[config.mk]
export PLATFORM = sky130hd
export DESIGN_NAME = mul_seq_ctrl
export DESIGN_NICKNAME = d
export VERILOG_FILES = /design/src/rtl/mul_seq_pkg.sv /design/src/rtl/loop_ctr.sv /design/src/rtl/seq_fsm.sv /design/src/rtl/mul_seq_ctrl.sv
export SDC_FILE = /design/constraint.sdc
export NUM_CORES = 1
export LEC_CHECK = 0
export ABC_AREA = 1
export BUFFER_PORTS_ARGS = -buffer_cell sky130_fd_sc_hd__buf_2
export CORE_AREA = 2 2 41 43
export DETAILED_ROUTE_END_ITERATION = 12
export DIE_AREA = 0 0 43 45
export PLACE_DENSITY_LB_ADDON = 0.2
export REMOVE_ABC_BUFFERS = 1
export SYNTH_ARGS = -nofsm -noshare
export SYNTH_HDL_FRONTEND = slang
export SYNTH_SLANG_ARGS = --single-unit
[constraint.sdc]
create_clock -name clk -period 2.6 [get_ports clk]
set_input_delay 0.13 -clock clk [delete_from_list [all_inputs] [get_ports clk]]
set_output_delay 0.13 -clock clk [all_outputs]
set_load 0.005 [all_outputs]
[src/rtl/mul_seq_pkg.sv]
package mul_seq_pkg;

    typedef enum logic [2:0] {
        S_IDLE  = 3'b001,
        S_INNER = 3'b010,
        S_STEP  = 3'b100
    } seq_state_t;

endpackage

[src/rtl/loop_ctr.sv]
module loop_ctr #(
    parameter int TERM = 7,
    parameter int CW   = 3
) (
    input  logic          clk,
    input  logic          rst_n,
    input  logic          clr,
    input  logic          en,
    output logic [CW-1:0] cnt,
    output logic          tc
);
    localparam logic [CW-1:0] LAST = CW'(TERM);

    assign tc = (cnt == LAST);

    always_ff @(posedge clk or negedge rst_n) begin
        if (!rst_n) begin
            cnt <= '0;
        end else if (clr) begin
            cnt <= '0;
        end else if (en) begin
            cnt <= tc ? '0 : cnt + 1'b1;
        end
    end

    a_r8_wrap_at_term: assert property (@(posedge clk) disable iff (!rst_n)
        (en && !clr && tc) |=> (cnt == '0));

    a_r8_hold_when_idle: assert property (@(posedge clk) disable iff (!rst_n)
        (!en && !clr) |=> $stable(cnt));

    a_r8_clear_wins: assert property (@(posedge clk) disable iff (!rst_n)
        clr |=> (cnt == '0));

endmodule

[src/rtl/seq_fsm.sv]
module seq_fsm
    import mul_seq_pkg::*;
(
    input  logic       clk,
    input  logic       rst_n,
    input  logic       start,
    input  logic       tc_inner,
    input  logic       tc_outer,
    output seq_state_t state
);
    seq_state_t nxt;

    always_ff @(posedge clk or negedge rst_n) begin
        if (!rst_n) state <= S_IDLE;
        else        state <= nxt;
    end

    always_comb begin
        nxt = state;
        unique case (state)
            S_IDLE:  if (start)    nxt = S_INNER;
            S_INNER: if (tc_inner) nxt = S_STEP;
            S_STEP:  nxt = tc_outer ? S_IDLE : S_INNER;
            default: nxt = S_IDLE;
        endcase
    end

    a_r1_onehot: assert property (@(posedge clk) disable iff (!rst_n)
        $onehot(state));

    a_r2_launch: assert property (@(posedge clk) disable iff (!rst_n)
        (state == S_IDLE && start) |=> (state == S_INNER));

    a_r2_stay_idle: assert property (@(posedge clk) disable iff (!rst_n)
        (state == S_IDLE && !start) |=> (state == S_IDLE));

    a_r4_single_step: assert property (@(posedge clk) disable iff (!rst_n)
        (state == S_STEP) |=> (state != S_STEP));

    a_r3_inner_holds: assert property (@(posedge clk) disable iff (!rst_n)
        (state == S_INNER && !tc_inner) |=> (state == S_INNER));

endmodule

[src/rtl/mul_seq_ctrl.sv]
module mul_seq_ctrl
    import mul_seq_pkg::*;
#(
    parameter int N = 8
) (
    input  logic clk,
    input  logic rst_n,
    input  logic start,
    output logic shift_a,
    output logic shift_b,
    output logic shift_hi,
    output logic shift_lo,
    output logic sel_sum,
    output logic dp_clr,
    output logic done
);
    localparam int CW = (N > 1) ? $clog2(N) : 1;

    seq_state_t    state;
    logic          q_idle, q_inner, q_step;
    logic          tc_i, tc_j;
    logic [CW-1:0] cnt_i, cnt_j;

    assign q_idle  = state[0];
    assign q_inner = state[1];
    assign q_step  = state[2];

    seq_fsm u_fsm (
        .clk      (clk),
        .rst_n    (rst_n),
        .start    (start),
        .tc_inner (tc_j),
        .tc_outer (tc_i),
        .state    (state)
    );

    // Inner loop: one count per accumulate cycle, cleared at each outer step.
    loop_ctr #(.TERM(N-1), .CW(CW)) u_ctr_j (
        .clk   (clk),
        .rst_n (rst_n),
        .clr   (q_step),
        .en    (q_inner),
        .cnt   (cnt_j),
        .tc    (tc_j)
    );

    // Outer loop: one count per outer step, cleared while idle.
    loop_ctr #(.TERM(N-1), .CW(CW)) u_ctr_i (
        .clk   (clk),
        .rst_n (rst_n),
        .clr   (q_idle),
        .en    (q_step),
        .cnt   (cnt_i),
        .tc    (tc_i)
    );

    assign shift_a  = q_inner;
    assign sel_sum  = q_inner;
    assign shift_b  = q_step;
    assign shift_lo = q_step;
    assign dp_clr   = q_step;
    assign shift_hi = q_inner | q_step;
    assign done     = q_step & tc_i;

    a_r6_done_to_idle: assert property (@(posedge clk) disable iff (!rst_n)
        done |=> (state == S_IDLE && !shift_hi));

    a_r7_busy_ignores_start: assert property (@(posedge clk) disable iff (!rst_n)
        (q_inner && !tc_j && start) |=> q_inner);

    a_r3_r4_exclusive: assert property (@(posedge clk) disable iff (!rst_n)
        !(shift_a && shift_b));

    a_r5_outer_advances: assert property (@(posedge clk) disable iff (!rst_n)
        (q_step && !tc_i) |=> (cnt_i == $past(cnt_i) + 1'b1));

endmodule

==> results of run 1 <==
## per-stage QoR
step,power (mW),hold slack (ns),util
2_1_floorplan,0.369,-0.166,-
3_3_place_gp,0.434,0.00000475,0.364
3_5_place_dp,0.436,-0.00226,0.364
4_1_cts,0.552,0.143,0.389
5_1_grt,0.605,0.174,0.389
6_report,0.542,0.153,0.389
## path summary, 6_finish.rpt
path                                                 start                    endpoint  slack, ns  cells past startpoint
worst max-delay path            u_ctr_i.cnt[0]$_DFFE_PN0P_                        done       1.21                      5
worst min-delay path                                 start  u_fsm.state[0]$_DFFE_PN1P_       0.15                      3
worst max register to register  u_ctr_i.cnt[0]$_DFFE_PN0P_  u_ctr_i.cnt[1]$_DFFE_PN0P_       1.37                      5
worst min register to register  u_ctr_j.cnt[0]$_DFFE_PN0P_  u_ctr_j.cnt[0]$_DFFE_PN0P_       0.48                      1
max in group asynchronous                            rst_n  u_fsm.state[0]$_DFFE_PN1P_       2.11                      2
min in group asynchronous                            rst_n  u_ctr_i.cnt[2]$_DFFE_PN0P_       0.24                      2
## cells in the mapped netlist
library cell	count
buf_4	3
buf_6	1
dfrtp_1	8
dfstp_2	1
ha_1	4
inv_1	9
nand2_1	13
nand2_2	1
nand3_1	10
nand3b_1	1
nand4_1	1
nor2_1	1
nor2_2	1
nor2_4	1
o21ai_0	2
o21ai_1	2
## logic make-up (layout without fill, tap and decap cells)
logic type / Yosys count / in the layout / share of synthesized area
AND/OR/NAND/NOR: 29 / 29 / 0.278
buffers and inverters: 13 / 23 / 0.134
flip-flops: 9 / 9 / 0.449
adder cells (fa/ha/maj): 4 / 4 / 0.0993
AO/OA/AOI/OAI: 4 / 4 / 0.0397
## worst max-delay path, cell delays in order (launching register included)
cell	delay, ns
dfrtp_1	0.39
ha_1	0.20
ha_1	0.20
nand2_1	0.06
inv_1	0.04
buf_2	0.11
## power groups by stage
stage | clock network, mW | registers [mW] | logic [mW]
floorplan | 0 | 0.231 | 0.138
finish | 0.109 | 0.235 | 0.198
global placement | 0 | 0.237 | 0.197
global route | 0.124 | 0.245 | 0.237
detailed placement | 0 | 0.237 | 0.199
CTS | 0.116 | 0.235 | 0.201
## repair_timing
item,CTS,global route
gates resized for setup,0,0
hold endpoints to repair,9,0
hold buffers,1,0
## flip-flops by register name, summed over array words and instances, names as in the netlist
name and cells:
u_fsm.state 3, u_ctr_j.cnt 3, u_ctr_i.cnt 3
## layout make-up
class / instances / area, um2
clock buffers: 4 / 26.3
fillers: 175 / 900
inverters: 9 / 33.8
multi-input cells: 37 / 210
flip-flops and latches: 9 / 226
well taps: 16 / 20.0
repair buffers: 10 / 55.1
## routing by layer
layer | vias up | track usage | wire [um]
met4 | 0 | 0.0182 | 0
met3 | 0 | 0.0600 | 67
li1 | 208 | - | -
met1 | 179 | 0.136 | 424
met5 | - | 0 | 0
met2 | 11 | 0.212 | 396
==> metrics.txt, run 1 <==
status finished clean; Combinational Power Share 0.365; Post-Route WL 887 um; Starting Density 0.343; clock power share 0.202; Starting DRT DRC Count 5; GRT overflow 0; CP required 2.47 ns; Antenna diodes 0; DR pass1 iterations 3; CTS Buf Count 3; most frequent cells in the layout 13 x nand2_1, 10 x nand3_1, 9 x inv_1, 9 x buf_2, 8 x dfrtp_1; Pins Over Slew Limit 0; sequential fraction of the synthesis area 0.449; commonest non-fill, non-tap cell in the layout nand2_1; Startpoint Class flop; postcts setup bufs 0; Leakage 0.325 nW; share of the synthesized area in the top cell type 0.397; Detailed Place HPWL 676 um; total track usage 0.121; Post-Syn Instances 59; Fmax 0.721 GHz; ANT nets after route 0; routed vias 398; Yosys warning count 0; sw frac 0.392; CTS tree yes; clock skew 0.00937 ns; internal power 330 uW; min-delay worst type input port to flop; Setup CP Type flop to output port; initial antenna violation count 0; MaxCap Viol Count 0; Avg Synthesized Cell Area 8.55 um2; routed vias/inst 4.68; dpl cells 80; share of layout cells above drive strength 1 0.232; Die W 43 um; number of remaining DRC errors 0; CTS H-tree depth 1; RePlAce Congestion 0.773; worst vdd rail ir drop 0.534 mV; Synth Register Bits 9; die area 0.00194 mm2; Die H 45 um; first-pass GRT wire length 1680 um; IO buf count 9; final setup violation count 0; worst path arrival time 1.26 ns; dpl cell area 536 um2; Core ar. 0.00147 mm2; Synth area leaders dfrtp_1 40%, ha_1 9.9%, nand3_1 9.9%; Mapped Area 504 um2; pwr dens 948 mW/mm2; Worst-Margin Slew 0.402 ns; area grow syn2layout 13.4%; clk sinks 9; endpoints failing hold 0; clock root buffer clkbuf_4; Clock Path Buffers 2; period utilization 0.534; fin crit period 1.39 ns; critical path capture point type output port; Worst-Skew Late Latency 0.26 ns; Worst slew margin 0.732; vias in the first global route 407; leading area contributor after synthesis dfrtp_1; CTS clock-pin slew for the worst setup and hold paths 0.07 ns; Rows 14; Finished Cell Area 572 um2; Avg WL per Cell 10.4 um; Top-Level Pins 10; nets 77; RSZ-0062 raised after global routing false; NetSw 213 uW; Setup TNS 0 ns; Seq pwr share 0.433; final std cells w/o fill 85; largest net degree at the start of global routing 13; setup ws final 1.21 ns; Crit Path Max Fanout 3; worst slack, placed 1.38 ns; Yosys cell types 16
Note: power is estimated with default switching activity, not from simulation.
==> run 2, diff against run 1 <==
- ABC_AREA: 1 -> 0
- clock period: 2.6 -> 1.4 ns (I/O delays scaled with it)
==> run 2 against run 1 <==
Effect of this change: routed wire length fell by 4.8%; sequential power rose by 80%; power rose by 74%; clock skew fell by 0.0051 ns; synthesized cell count fell by 27%; largest cell class is now multi-input combinational cells.
==> metrics.txt, run 2 <==
RSZ-0062 raised after global routing false; Rows 14 (unchanged); Antenna diodes 0 (unchanged); vias in the first global route 352 (-14%); CTS Buf Count 3 (unchanged); Leakage 0.293 nW (-10%); Pins Over Slew Limit 0 (unchanged); CTS clock-pin slew for the worst setup and hold paths 0.06 ns (about the same); Worst-Skew Late Latency 0.26 ns (about the same); Top-Level Pins 10 (unchanged); clock root buffer clkbuf_4; Startpoint Class flop; Worst-Margin Slew 0.287 ns (-0.116 ns); most common cell in the netlist dfrtp_1; initial antenna violation count 0 (unchanged); Die W 43 um (unchanged); worst path arrival time 1.26 ns (about the same); Post-synth top cells 8 x dfrtp_1, 4 x buf_4, 4 x ha_1, 4 x nand2b_1; CTS tree yes; status finished clean; Crit Path Max Fanout 4 (+1); critical path capture point type output port; final setup violation count 0 (unchanged); reg2reg end u_ctr_i.cnt[0]$_DFFE_PN0P_; number of remaining DRC errors 0 (unchanged); Post-Route WL 844 um (-4.8%); share of layout cells above drive strength 1 0.474 (+0.242); Fmax 0.750 GHz; Avg Synthesized Cell Area 11.4 um2 (+34%); Setup TNS 0 ns (unchanged); biggest regs u_ctr_i.cnt (3), u_ctr_j.cnt (3), u_fsm.state (3); share of the synthesized area in the top cell type 0.407 (+0.0101); Die H 45 um (unchanged); leading area contributor after synthesis dfrtp_1; die area 0.00194 mm2 (unchanged); commonest non-fill, non-tap cell in the layout buf_2; simple-gate portion of the synthesized area 0.221 (-0.0565); pwr dens 1520 mW/mm2 (+61%); Core ar. 0.00147 mm2 (unchanged); Synth Area in Compound Gates 0.0840 (+0.0443); MaxCap Viol Count 0 (unchanged); Worst slew margin 0.809 (+0.0771); IO buf count 9 (unchanged); routed vias 351 (-12%); min-delay worst type input port to flop; Mapped Area 492 um2 (-2.5%); xor and xnor area share after synthesis 0 (unchanged); first-pass GRT wire length 1500 um (-11%); mux contribution to synthesized area 0.0407 (+0.0407); Synth Register Bits 9 (unchanged); total track usage 0.108 (-0.0128); smallest hold slack 0.160 ns (+0.00686 ns); GRT overflow 0 (unchanged); clk sinks 9 (unchanged); sequential fraction of the synthesis area 0.461 (+0.0114); CP required 1.33 ns (-1.14 ns); CTS H-tree depth 1 (unchanged); Post-Syn Instances 43 (-27%); Setup CP Type flop to output port; flop-to-flop setup slack 0.07 ns (-1.30 ns); routed vias/inst 4.81 (+2.7%); adder-cell share of the synthesized area 0.102 (+0.00253); post-synthesis async set-or-reset flop share 1.00 (unchanged); Yosys warning count 0 (unchanged); Detailed Place HPWL 545 um (-19%); worst vdd rail ir drop 0.875 mV (+64%); ANT nets after route 0 (unchanged); endpoints failing hold 0 (unchanged); Critical R2R Launch u_ctr_i.cnt[0]$_DFFE_PN0P_; Clock Path Buffers 2 (unchanged); prevailing post-synth register cell dfrtp_1; Starting DRT DRC Count 2 (-3); nets 65 (-16%); Worst Setup SP u_ctr_i.cnt[0]$_DFFE_PN0P_; EDFF count, synth 0 (unchanged); most frequent cells in the layout 9 x buf_2, 8 x dfrtp_1, 5 x buf_4, 4 x nand2b_1; Worst Setup EP done; area grow syn2layout 26.0%; Synth area leaders dfrtp_1 41%, ha_1 10%, buf_4 6.1%; DR pass1 iterations 2 (-1); Starting Density 0.334 (-0.00850); RePlAce Congestion 0.677 (-12%); Avg WL per Cell 11.6 um (+11%); largest net degree at the start of global routing 10 (-3); fin crit period 1.33 ns; period utilization 0.952; Yosys cell types 20 (+4); R2R cell count 4 (-1); clock skew 0.00431 ns (-0.00506 ns); largest family of logic cells by synthesized area simple AND/OR/NAND/NOR gates
==> run 2: cell types whose count changed after synthesis, sizes merged, moves of 2 or more <==
cell    delta
nand2     -14
nand3     -10
inv        -8
a21oi      +4
nand2b     +4
mux2i      +2
or3b       +2
o21ai      -4
==> run 2: critical path, stage by stage (launching register included) <==
cell and delay [ns]:
dfrtp_1 0.39, ha_2 0.20, ha_4 0.17, and2_1 0.12
buf_2 0.12
==> run 2: how the worst min path moves through the flow <==
| stage | startpoint | end | slack (ns) | cells after the start |
|---|---|---|---|---|
| after floorplan | rst_n | u_ctr_i.cnt[0]$_DFFE_PN0P_ | -0.23 | 0 |
| after global placement | rst_n | u_ctr_i.cnt[1]$_DFFE_PN0P_ | -0.06 | 1 |
| after detailed placement | rst_n | u_ctr_i.cnt[2]$_DFFE_PN0P_ | -0.07 | 1 |
| after CTS | start | u_fsm.state[0]$_DFFE_PN1P_ | 0.15 | 3 |
| after global routing | start | u_fsm.state[0]$_DFFE_PN1P_ | 0.18 | 3 |
| final | start | u_fsm.state[0]$_DFFE_PN1P_ | 0.16 | 3 |
==> run 2: repair_timing <==
action                     4_1_cts  5_1_grt
setup buffers                    1        1
setup endpoints to repair        3        5
resized for setup                0        7
pin swaps                        0        2
hold buffers                     1        0
hold endpoints to repair         9        0
==> run 2: metrics by stage <==
step	instance area, um2	setup slack (ns)	utilization	std cells	power (mW)
2_1_floorplan	450	0.0818	-	38	0.612
3_3_place_gp	538	0.0203	0.366	66	0.735
3_5_place_dp	538	-0.00133	0.366	66	0.731
4_1_cts	582	-0.00541	0.395	72	0.947
5_1_grt	619	0.00227	0.421	73	1.04
6_report	619	0.0669	0.421	73	0.943
==> run 2: where the power goes <==
group	internal, mW	switching (mW)	total [mW]
Sequential	0.343	0.0802	0.423
Combinational	0.187	0.132	0.319
Clock	0.110	0.0911	0.201
==> run 2: kinds of logic after synthesis <==
family                     after synthesis
and+or+nand+nor                         16
DFF                                      9
AOI/OAI and AO/OA                        6
buffers and inverters                    6
adders and majority gates                4
muxes                                    2
==> run 2: cell type report <==
type | count | area, um2
repair buffers | 15 | 92.6
clock buffers | 4 | 26.3
inverters | 1 | 3.75
multi-input cells | 28 | 250
fillers | 155 | 852
flip-flops and latches | 9 | 226
well taps | 16 | 20.0
==> run 2: per-layer routing <==
metal	global-route usage	wire length, um	vias to the layer above
met4	0.0364	8	0
met5	0	0	-
met1	0.131	389	162
met3	0.0600	52	3
li1	-	-	176
met2	0.164	393	10
